### src/rtl/irqvec_pkg.sv
package irqvec_pkg;
    localparam int N_REQ    = 4;
    localparam int IDX_W    = $clog2(N_REQ);
    localparam int IPL_W    = 3;
    localparam int CODE_W   = 4;
    localparam int NUM_W    = 8;
    localparam int OFF_W    = 14;
    localparam int OPEN_LVL = 4;
    localparam int VEC_STEP = 'h80;
    localparam int CALL_LO  = 'h1000;
    localparam int CALL_HI  = 'h2000;
    localparam int CALL_SH  = 6;

    typedef enum logic [CODE_W-1:0] {
        EC_RESET  = 4'd0,
        EC_MFAULT = 4'd1,
        EC_UNALN  = 4'd2,
        EC_ILLOP  = 4'd3,
        EC_ARITH  = 4'd4,
        EC_FPDIS  = 4'd5,
        EC_CALL   = 4'd6
    } exc_code_e;
endpackage

### src/rtl/irqvec_grant.sv
module irqvec_grant
    import irqvec_pkg::*;
(
    input  logic [N_REQ-1:0] req_i,
    input  logic [IPL_W-1:0] ipl_i,
    input  logic             priv_i,
    output logic             any_o,
    output logic [IDX_W-1:0] idx_o
);
    logic [N_REQ-1:0] open_lvl;

    generate
        for (genvar k = 0; k < N_REQ; k++) begin : g_ladder
            assign open_lvl[k] = (int'(ipl_i) < OPEN_LVL + k);
        end
    endgenerate

    logic [N_REQ-1:0] live;
    assign live = req_i & open_lvl & {N_REQ{~priv_i}};

    always_comb begin
        any_o = 1'b0;
        idx_o = '0;
        for (int k = 0; k < N_REQ; k++) begin
            if (live[k]) begin
                any_o = 1'b1;
                idx_o = IDX_W'(k);
            end
        end
    end
endmodule

### src/rtl/irqvec_offset.sv
module irqvec_offset
    import irqvec_pkg::*;
(
    input  logic [CODE_W-1:0] code_i,
    input  logic [NUM_W-1:0]  num_i,
    input  logic [IDX_W-1:0]  idx_i,
    output logic              known_o,
    output logic [OFF_W-1:0]  sync_off_o,
    output logic [OFF_W-1:0]  async_off_o
);
    logic [OFF_W-1:0] call_off;

    always_comb begin
        call_off = OFF_W'((num_i[NUM_W-1] ? CALL_HI : CALL_LO)
                   + (int'(num_i[NUM_W-2:0]) << CALL_SH));
    end

    always_comb begin
        known_o    = 1'b1;
        sync_off_o = '0;
        case (code_i)
            EC_RESET:  sync_off_o = '0;
            EC_MFAULT, EC_UNALN, EC_ILLOP, EC_ARITH, EC_FPDIS:
                sync_off_o = OFF_W'((int'(code_i) + N_REQ) * VEC_STEP);
            EC_CALL:   sync_off_o = call_off;
            default:   known_o = 1'b0;
        endcase
    end

    assign async_off_o = OFF_W'((N_REQ - int'(idx_i)) * VEC_STEP);
endmodule

### src/rtl/irq_vector_dispatch.sv
module irq_vector_dispatch
    import irqvec_pkg::*;
#(
    parameter int PC_W = 32
) (
    input  logic                clk,
    input  logic                rst_n,
    input  logic [3:0]          req_i,
    input  logic                exc_valid_i,
    input  logic [3:0]          exc_code_i,
    input  logic [7:0]          call_num_i,
    input  logic [PC_W-1:0]     pc_i,
    input  logic [2:0]          ipl_i,
    input  logic                priv_i,
    input  logic [PC_W-1:0]     fw_base_i,
    output logic                take_o,
    output logic                priv_set_o,
    output logic                err_o,
    output logic [PC_W-1:0]     exc_addr_o,
    output logic [PC_W-1:0]     new_pc_o,
    output logic [7:0]          info_o
);
    typedef struct packed {
        logic            take;
        logic            err;
        logic [PC_W-1:0] addr;
        logic [PC_W-1:0] npc;
        logic [NUM_W-1:0] info;
    } disp_st_t;

    disp_st_t st_d, st_q;

    logic             async_any;
    logic [IDX_W-1:0] async_idx;
    logic             code_known;
    logic [OFF_W-1:0] sync_off, async_off;

    irqvec_grant u_grant (
        .req_i  (req_i),
        .ipl_i  (ipl_i),
        .priv_i (priv_i),
        .any_o  (async_any),
        .idx_o  (async_idx)
    );

    irqvec_offset u_offset (
        .code_i      (exc_code_i),
        .num_i       (call_num_i),
        .idx_i       (async_idx),
        .known_o     (code_known),
        .sync_off_o  (sync_off),
        .async_off_o (async_off)
    );

    always_comb begin
        st_d      = st_q;
        st_d.take = 1'b0;
        st_d.err  = 1'b0;
        if (!st_q.take) begin
            if (exc_valid_i) begin
                if (code_known) begin
                    st_d.take = 1'b1;
                    st_d.addr = pc_i | PC_W'(priv_i);
                    st_d.npc  = fw_base_i + PC_W'(sync_off);
                    st_d.info = (exc_code_i == EC_CALL) ? call_num_i : '0;
                end else begin
                    st_d.err = 1'b1;
                end
            end else if (async_any) begin
                st_d.take = 1'b1;
                st_d.addr = pc_i | PC_W'(priv_i);
                st_d.npc  = fw_base_i + PC_W'(async_off);
                st_d.info = '0;
            end
        end
    end

    always_ff @(posedge clk) begin
        if (!rst_n) st_q <= '0;
        else        st_q <= st_d;
    end

    assign take_o     = st_q.take;
    assign priv_set_o = st_q.take;
    assign err_o      = st_q.err;
    assign exc_addr_o = st_q.addr;
    assign new_pc_o   = st_q.npc;
    assign info_o     = st_q.info;


    priv_blocks_async_chk: assert property (@(posedge clk) disable iff (!rst_n)
        (!exc_valid_i && priv_i) |=> !take_o);


    ipl_top_blocks_chk: assert property (@(posedge clk) disable iff (!rst_n)
        (!exc_valid_i && ipl_i == 3'd7) |=> !take_o);


    sync_wins_chk: assert property (@(posedge clk) disable iff (!rst_n)
        (exc_valid_i && exc_code_i <= 4'd6 && !take_o) |=> take_o);


    take_single_chk: assert property (@(posedge clk) disable iff (!rst_n)
        take_o |=> (!take_o && !err_o));


    err_holds_pc_chk: assert property (@(posedge clk) disable iff (!rst_n)
        err_o |-> ($stable(new_pc_o) && $stable(exc_addr_o) && !take_o));


    addr_tag_chk: assert property (@(posedge clk) disable iff (!rst_n)
        take_o |-> (exc_addr_o[0] == ($past(priv_i) | $past(pc_i[0]))));
endmodule

### config.mk
export PLATFORM = sky130hd
export DESIGN_NAME = irq_vector_dispatch
export DESIGN_NICKNAME = d
export VERILOG_FILES = /design/src/rtl/irqvec_pkg.sv /design/src/rtl/irqvec_grant.sv /design/src/rtl/irqvec_offset.sv /design/src/rtl/irq_vector_dispatch.sv
export SDC_FILE = /design/constraint.sdc
export NUM_CORES = 1
export LEC_CHECK = 0
export BUFFER_PORTS_ARGS = -buffer_cell sky130_fd_sc_hd__buf_2
export CORE_MARGIN = 3
export CORE_UTILIZATION = 52
export CTS_CLUSTER_SIZE = 25
export DETAILED_ROUTE_END_ITERATION = 6
export PLACE_DENSITY = 0.89
export SLEW_MARGIN = 15
export SYNTH_ARGS = -nofsm -noshare
export SYNTH_HDL_FRONTEND = slang
export SYNTH_SLANG_ARGS = --single-unit
### constraint.sdc
create_clock -name clk -period 5.2 [get_ports clk]
set_clock_uncertainty 0.1 [all_clocks]
set_input_delay 1.04 -clock clk [delete_from_list [all_inputs] [get_ports clk]]
set_output_delay 1.04 -clock clk [all_outputs]
set_load 0.02 [all_outputs]
[Yosys cells after proc, flatten, opt, wreduce, memory -nomap -nowiden]
Index checks and enable logic that the tools add are counted.
Word-level totals
  register bits: 74
  latch bits: 0
  memory bits (writable): 0
  bits in read-only memories: 0
  output and inout port bits: 75
  logic and storage cells: 53
  memories kept: 0
Cells by class
  add/sub/neg operators: 5
  multiply operators: 0
  divide/modulo/power cells: 0
  magnitude comparators: 4
  equal/unequal tests: 7
  shift-type cells: 0
  mux-type cells: 18
  bitwise gates (word level): 7
  reduce and logical (&&, ||, !) cells: 7
Operators by type and width (number)
  $mux 72: 3
  $add 32x14->32: 2
  $or 32x1->32: 1
  $pmux 14 s2: 1
  $add 14x14->14: 1
  $mux 14: 1
  $eq 4x3->1 const B: 3
  $lt 3x3->1 const B: 4
  $mux 1: 10
  $and 4x4->4: 2
  $eq 4x2->1 const B: 2
  $mux 8: 1
  $reduce_or 7->1: 1
  $add 4x3->5 const B: 1
  $reduce_or 5->1: 1
  $eq 4x1->1 const B: 1
  $logic_not 4->1: 1
  $mux 2: 2
  $not 1->1: 4
  $sub 3x2->4 const A: 1
  $reduce_and 3->1: 1
  $reduce_or 3->1: 1
  $ne 2x1->1 const B: 1
  $reduce_bool 2->1: 1
  $reduce_or 2->1: 1

[Longest topological paths before layout]
Gate-level depths: netlist of the first run.
  word-level depth: 10
  depth in mapped cells: 14

[Hierarchy]
Synthesis of the first run repeated with hierarchy kept, for this count alone.
Second synthesis, totals
  cells, all modules: 590
  area, all modules: 4653.2 µm²
By module, submodules not included
  irq_vector_dispatch: instances 1, cells an instance 521, area an instance 4177.8 µm²
  irqvec_offset: instances 1, cells an instance 57, area an instance 397.9 µm²
  irqvec_grant: instances 1, cells an instance 12, area an instance 77.6 µm²

[Least setup slack after synthesis of the first run]
OpenSTA, ideal clock, no wires.
  kind: input to register
  start: in exc_code_i[3]
  end: reg st_q (netlist bit new_pc_o[14])
  library setup time: 0.125 ns
  data arrival time: 3.333 ns
  slack: 1.642 ns
  stages: 12
  buffers on the path: 1
  path through: inv_1 ha_1 nor2b_1 and3_1 ha_1 fa_1 a21oi_1 o2111ai_2 o41ai_4 buf_4 or3_1 a31oi_1
Between the ends
  word-level cells in the longest chain between the ends: 6
  elaborated cells between the ends (all ways): 17
  those cells by class: 2 x add/sub; 7 x eq/ne; 4 x mux; 4 x reduce/logical
RTL lines
  start: declaration: line irq_vector_dispatch.sv:10  | input logic [3:0] exc_code_i,
  parallel branches: the longest is 6 deep, another holds $add 32x14->32
  end signal: assignment: line irq_vector_dispatch.sv:80  | else st_q <= st_d;
  end: declaration: line irq_vector_dispatch.sv:31  | disp_st_t st_d, st_q;
Parallel ways; which one is timed is not known. The select of a mux whose other input is x is not followed.
A chain may end at the register's enable or synchronous reset.

[Worst setup path in the final report of the first run]
  start: in exc_code_i[3]
  end: reg st_q (netlist bit new_pc_o[16])
The elaborated chain is that of the path after synthesis.

==> flow_summary_export.csv, run 1 <==
group,metric,value,unit
run_status,outcome,"completed",
timing,postLayoutSetupSlackWorst,1400,ps
floorplan,num_io_pins,162,
route,wl_per_cell,15.20,um
timing,fmax,0.2632,GHz
cts,postCtsSetupBuffers,0,
critical_path,cp-end-kind,"flop",
cells_and_area,n_fill_cell,595,
cts,cts_tree,"done",
cts,clockBufferDepth,2,
timing,setup_viol,0,
synthesis,synth_area,0.003983,sq mm
grt,track_usage,0.2507,
cells_and_area,insertedDiodeCount,0,
synthesis,syn_nets,600,
timing,hold_viol,0,
route,drt_iter0_drc,222,
floorplan,start_util,0.5433,
timing,maxSlewHeadroom,0.4091,
critical_path,crit_fanout,18,
route,drt-total-wl,11300,um
cells_and_area,regArea,0.001481,sq mm
synthesis,ys_seq_elements,74,
critical_path,cp.required,5310,ps
floorplan,die_w,93.52,um
critical_path,arrival,3910,ps
place,gp_congestion,0.9063,
worst_hold_path,min_path_type,"flop to flop",
power,p_seq_frac,0.425,
cts,clk_pin_slew_worst_paths,90,ps
route,num_vias,4170,
grt,grt_pass1_wl,17860,um
floorplan,coreArea,0.007331,sq mm
cts,htree_levels,3,
grt,grt_max_degree,60,
grt,grt_antenna_before_repair,0,
route,viasPerCell,5.612,
timing,rsz0062_at_grt,"false",
timing,fin_tns_setup,0,ps
timing,tightest_slew,886.4,ps
route,first_pass_iters,5,
job,max_cap_viol_count,0,
place,io_buffer_count,161,
cells_and_area,num-nets-final,744,
power,powerDensity,302.0,mW/mm^2
route,drcViolationCount,0,
cts,cts_root_buffer,"clkbuf_8",
floorplan,dieArea,0.008745,sq mm
timing,holdWs,354.2,ps
cts,cts_hold_repair.buffers,0,
power,power_frac_clock,0.318,
timing,min_period,3800,ps
synthesis,syn_area_per_cell,8.046,sq um
critical_path,critPathKind,"input pin to flop",
cts,cts_made_buffers,9,
timing,final.period_utilization,0.7308,
route,drtAntennaViolNets,0,
synthesis,synthArstFlopShare,0,
cells_and_area,drive_gt1_frac,0.3090,
timing,slew_viol_final,0,
cts,cts_resized,0,
cts,clock_sinks,74,
power,peakVddDrop,0.0002284,V
cts,clock_latency,350,ps
power,combPwrFrac,0.257,
power,power.switching,0.0005242,W
synthesis,ys_types,53,
synthesis,yosysWarnings,0,
power,p_leak,2.366,nW
cells_and_area,multiInputGateArea,0.002285,sq mm
floorplan,die_h,93.52,um
synthesis,yosysSeqAreaShare,0.3720,
synthesis,synth_edf_count,0,
synthesis,ys.flop_type,"dfxtp_1",
place,place_ws,1076,ps
power,p_sw_frac,0.3475,
place,dpl.hpwl,8035,um
synthesis,synthCells,495,
grt,grt_pass1_vias,3856,
critical_path,startpoint_type,"input pin",
floorplan,rows,31,
power,p_int,0.0009843,W
grt,grt_overflow_total,0,
cells_and_area,syn_to_final_growth,25.42,%
layout make-up:
class,count,area share
clock inverter,7,0.01703
multi-input combinational,373,0.4574
sequential,74,0.2966
inverter,16,0.01202
tap,99,0.02480
clock buffer,9,0.02480
timing repair buffer,165,0.1673
through the flow:
step                  util  instance area (sq um)  std cells  total power, W
finish              0.6813                   4995        743        0.001509
global route        0.6813                   4995        743        0.001581
CTS                 0.6813                   4995        743        0.001512
detailed placement  0.6528                   4786        727        0.001038
global placement    0.6528                   4786        727        0.001025
floorplan                -                   3983        495       0.0009072
synth_stat cells (2+ instances only):
library cell,number,area (sq um)
dfxtp_1,74,1481
o31ai_1,8,60.06
buf_6,2,22.52
nand3_1,21,105.1
o21ai_0,32,160.2
buf_4,4,30.03
nand4_1,4,25.02
a31oi_1,10,62.56
mux2i_1,3,30.03
and2_1,4,25.02
inv_1,15,56.30
or4_1,7,52.55
xnor2_1,3,26.28
and3_1,5,31.28
buf_2,12,60.06
nor3_1,7,35.03
a21o_1,2,15.01
a22o_1,7,61.31
ha_1,16,200.2
o21ai_1,4,20.02
nor2b_1,5,31.28
clkbuf_1,14,52.55
o2111a_1,10,112.6
fa_1,2,40.04
a21oi_1,52,260.3
o211ai_1,2,15.01
nor2_1,24,90.09
nand2_1,101,379.1
a211oi_1,7,52.55
o21a_1,3,22.52
xor2_1,6,52.55
o21ai_2,2,17.52
a211oi_2,7,87.58
cells by family after synthesis:
| logic type | share of synthesized area |
|---|---|
| flip-flops | 0.3720 |
| XOR/XNOR | 0.01979 |
| AND/OR/NAND/NOR | 0.2155 |
| adder cells (fa/ha/maj) | 0.06032 |
| buffers and inverters | 0.05655 |
| multiplexers | 0.007540 |
| AO/OA/AOI/OAI | 0.2683 |
state kept, by name (all words and copies together), names as in the netlist:
name	count
info_o	8
exc_addr_o	32
new_pc_o	32
err_o	1
priv_set_o	1
final timing paths:
| check | from | to | cells past startpoint | slack (ps) |
|---|---|---|---|---|
| setup / recovery | exc_code_i[3] | new_pc_o[16] | 12 | 1400 |
| setup reg to reg | priv_set_o | new_pc_o[12] | 5 | 3320 |
| hold reg to reg | exc_addr_o[1] | exc_addr_o[1] | 2 | 350 |
| hold / removal | exc_addr_o[1] | exc_addr_o[1] | 2 | 350 |
layout by cell type (no fill, tap or decap), types with 2 or more instances in the layout:
| cell type | instances |
|---|---|
| xnor2_1 | 3 |
| and3_1 | 5 |
| o21a_1 | 2 |
| nand3_1 | 21 |
| o21ai_0 | 32 |
| a31oi_1 | 10 |
| nor3_1 | 7 |
| nor2_1 | 24 |
| inv_8 | 2 |
| fa_1 | 2 |
| nand2_1 | 101 |
| a22o_1 | 7 |
| buf_2 | 161 |
| a21o_1 | 2 |
| o2111a_1 | 10 |
| ha_1 | 16 |
| clkinvlp_4 | 2 |
| inv_1 | 15 |
| dfxtp_1 | 74 |
| a211oi_1 | 7 |
| inv_6 | 2 |
| mux2i_1 | 3 |
| xor2_1 | 6 |
| o21ai_1 | 4 |
| and2_1 | 4 |
| nand4_1 | 4 |
| a211oi_2 | 7 |
| a21oi_1 | 52 |
| o31ai_1 | 8 |
| clkbuf_8 | 9 |
| nor2b_1 | 5 |
| or4_1 | 7 |
| buf_4 | 4 |
| o211ai_1 | 2 |
critical path, stage by stage:
cell       delay, ps
buf_2             90
inv_1             50
ha_1             200
nor2b_1          200
and3_1           220
ha_1             220
fa_1             400
a21oi_1          250
o2111ai_2        210
o41ai_4          720
or4_1            210
a31oi_1           90
power groups by stage:
stage,Clock (W),Combinational (W),Sequential [W]
global route,0.000510,0.000425,0.000646
CTS,0.000484,0.000387,0.000641
detailed placement,0,0.000385,0.000653
global placement,0,0.000374,0.000651
finish,0.000480,0.000387,0.000641
floorplan,0,0.000192,0.000715
routing by layer:
layer | vias up | track usage | part of all wire
met5 | - | 0 | 0
met1 | 1925 | 0.2961 | 0.40
met4 | 0 | 0.1001 | 0.025
li1 | 2053 | - | -
met3 | 24 | 0.05792 | 0.079
met2 | 168 | 0.4366 | 0.49
(Power assumes the default switching activity.)
==> inputs of run 2 (changes only) <==
--- a/config.mk
+++ b/config.mk
@@ -5,12 +5,13 @@
 export SDC_FILE = /design/constraint.sdc
 export NUM_CORES = 1
 export LEC_CHECK = 0
+export ABC_AREA = 1
 export BUFFER_PORTS_ARGS = -buffer_cell sky130_fd_sc_hd__buf_2
 export CORE_MARGIN = 3
-export CORE_UTILIZATION = 52
+export CORE_UTILIZATION = 50
 export CTS_CLUSTER_SIZE = 25
 export DETAILED_ROUTE_END_ITERATION = 6
-export PLACE_DENSITY = 0.89
+export PLACE_DENSITY = 0.85
 export SLEW_MARGIN = 15
 export SYNTH_ARGS = -nofsm -noshare
 export SYNTH_HDL_FRONTEND = slang
==> constraint.sdc (replaced) <==
create_clock -name clk -period 3.7 [get_ports clk]
set_clock_uncertainty 0.1 [all_clocks]
set_input_delay 0.74 -clock clk [delete_from_list [all_inputs] [get_ports clk]]
set_output_delay 0.74 -clock clk [all_outputs]
set_load 0.02 [all_outputs]
==> flow_summary_export.csv, run 2 <==
group,metric,value,unit
route,drt-total-wl,12530,um
cts,clockBufferDepth,2,
cts,htree_levels,3,
power,combPwrFrac,0.286,
grt,grt_max_degree,65,
synthesis,synth_area,0.004385,sq mm
worst_hold_path,min_path_type,"flop to flop",
synthesis,synthTopCellsByArea,"dfxtp_1 34%, nand2_1 14%, nor2_1 11%",
floorplan,dieArea,0.009931,sq mm
cells_and_area,fin_cells,957,
floorplan,num_io_pins,162,
timing,setup_viol,0,
place,io_buffer_count,161,
grt,grt_overflow_total,0,
route,wl_per_cell,13.09,um
synthesis,yosysMostFrequentCell,"nand2_1",
cts,cts_resized,0,
route,drtAntennaViolNets,0,
cts,cts_root_buffer,"clkbuf_8",
synthesis,synth_edf_count,0,
floorplan,start_util,0.5232,
synthesis,synth.largest_area_cell,"dfxtp_1",
timing,rsz0062_at_grt,"false",
power,peakVddDrop,0.0002301,V
power,p_seq_frac,0.404,
grt,grt_pass1_wl,20300,um
timing,min_period,3058,ps
critical_path,cp-end-kind,"flop",
place,dpl.hpwl,9511,um
place,postPlaceCellArea,0.005201,sq mm
floorplan,coreArea,0.008382,sq mm
floorplan,rows,33,
synthesis,ys_seq_elements,74,
route,first_pass_iters,5,
critical_path,cp.required,3860,ps
timing,maxSlewHeadroom,0.4224,
critical_path,critPathKind,"input pin to flop",
synthesis,yosysSeqAreaShare,0.3378,
synthesis,synthArstFlopShare,0,
route,drt_iter0_drc,266,
synthesis,yosysWarnings,0,
timing,tightest_slew,866.4,ps
cells_and_area,final_cell_mix,"164 x nand2_1, 161 x buf_2, 130 x nor2_1",
place,gp_congestion,0.9501,
cts,cts_made_buffers,9,
timing,final.period_utilization,0.8266,
timing,slew_viol_final,0,
cts,cts_tree,"done",
cells_and_area,n_fill_cell,802,
cts,clock_sinks,74,
synthesis,syn_area_per_cell,6.265,sq um
synthesis,synth_top_area_share,0.3378,
run_status,outcome,"completed",
critical_path,crit_fanout,4,
cells_and_area,insertedDiodeCount,0,
route,viasPerCell,5.187,
synthesis,syn_nets,805,
power,p_sw_frac,0.3515,
route,num_vias,4964,
grt,grt_pass1_vias,4379,
cells_and_area,finish.utilization,0.6473,
power,power.switching,0.0008144,W
cells_and_area,multiInputGateArea,0.002436,sq mm
timing,hold_viol,0,
cts,clk_pin_slew_worst_paths,90,ps
power,power_frac_clock,0.309,
place,dp_cells,941,
synthesis,ys_types,30,
cells_and_area,drive_gt1_frac,0.2218,
synthesis,ys.flop_type,"dfxtp_1",
synthesis,synthCells,700,
floorplan,die_w,99.66,um
cells_and_area,final_common_cell,"nand2_1",
cells_and_area,syn_to_final_growth,23.71,%
route,drcViolationCount,0,
synthesis,synth_common_cells,"164 x nand2_1, 130 x nor2_1, 78 x inv_1",
grt,grt_antenna_before_repair,0,
cts,cts_hold_repair.buffers,0,
job,max_cap_viol_count,0,
power,p_leak,3.001,nW
cells_and_area,regArea,0.001481,sq mm
cts,clock_latency,330,ps
critical_path,arrival,3220,ps
timing,fin_tns_setup,0,ps
power,p_int,0.001502,W
floorplan,die_h,99.66,um
power,powerDensity,427.0,mW/mm^2
cts,postCtsSetupBuffers,0,
critical_path,startpoint_type,"input pin",
cells_and_area,num-nets-final,952,
grt,track_usage,0.2494,
cells_and_area,design_area,0.005425,sq mm
timing,fmax,0.3270,GHz
-- run 2: changes by cell type in the layout (fill, tap and decap cells not counted), sizes merged, moves of 7 or more --
cell,change
inv,+62
nor2,+108
a22o,-7
or4,-7
nand3,+39
o21ai,+42
a211oi,-14
a21oi,-21
nand2,+65
o31ai,-8
o2111a,-10
a31oi,-8
-- run 2: metrics by stage --
stage | setup WS [ps] | hold WS [ps] | total power, W
2_1_floorplan | 610.5 | 451.6 | 0.001395
3_3_place_gp | 350.9 | 357.3 | 0.001608
3_5_place_dp | 296.9 | 366.5 | 0.001618
4_1_cts | 664.8 | 383.9 | 0.002333
5_1_grt | 320.5 | 404.1 | 0.002448
6_report | 641.5 | 382.5 | 0.002317
-- run 2: cell families (layout without fill, tap and decap cells) --
group,count (synthesis),count (layout),synth area share
and+or+nand+nor,377,377,0.3538
AOI/OAI and AO/OA,115,115,0.1324
buffers and inverters,109,261,0.1067
DFF,74,74,0.3378
adders and majority gates,18,18,0.05478
xor gates and xnor gates,5,5,0.009985
muxes,2,2,0.004565
-- run 2: critical path: stages --
cell and delay, ps:
buf_2 110, o21ai_0 160, nand3_1 110, o21ai_0 270, inv_1 80, ha_1 300
inv_1 60, fa_1 380, inv_1 90, nand3_1 60, nand2_1 90, nand2_1 80
o21ai_0 330, nand3_1 130, nand2_1 80, nand3_1 60, nand2_1 60, inv_1 30
-- run 2: per-layer routing --
metal / track usage / vias to the layer above / wire length (um)
li1: - / 2529 / -
met1: 0.3325 / 2204 / 5526
met2: 0.4246 / 217 / 5782
met3: 0.04628 / 14 / 1124
met4: 0.04622 / 0 / 95
met5: 0 / - / 0
-- run 2: path summary, 6_finish.rpt --
| path | start | endpoint | slack (ps) | cells past startpoint |
|---|---|---|---|---|
| max | ipl_i[1] | new_pc_o[25] | 640 | 18 |
| min | exc_addr_o[5] | exc_addr_o[5] | 380 | 2 |
| max reg2reg | priv_set_o | new_pc_o[30] | 1860 | 8 |
| min reg2reg | exc_addr_o[5] | exc_addr_o[5] | 380 | 2 |
-- run 2: layout make-up --
cell class,instances,share of cell area
Clock buffer,9,0.02283
Clock inverter,7,0.01845
Inverter,79,0.05466
Multi-Input combinational cell,517,0.4490
Sequential cell,74,0.2731
Tap cell,105,0.02422
Timing Repair Buffer,166,0.1577
-- run 2: power by group through the flow --
stage	Clock, W	Sequential, W	Combinational, W
finish	0.000716	0.000937	0.000663
global route	0.000759	0.000948	0.000741
CTS	0.000730	0.000937	0.000666
detailed placement	0	0.000955	0.000663
global placement	0	0.000952	0.000656
floorplan	0	0.00107	0.000323
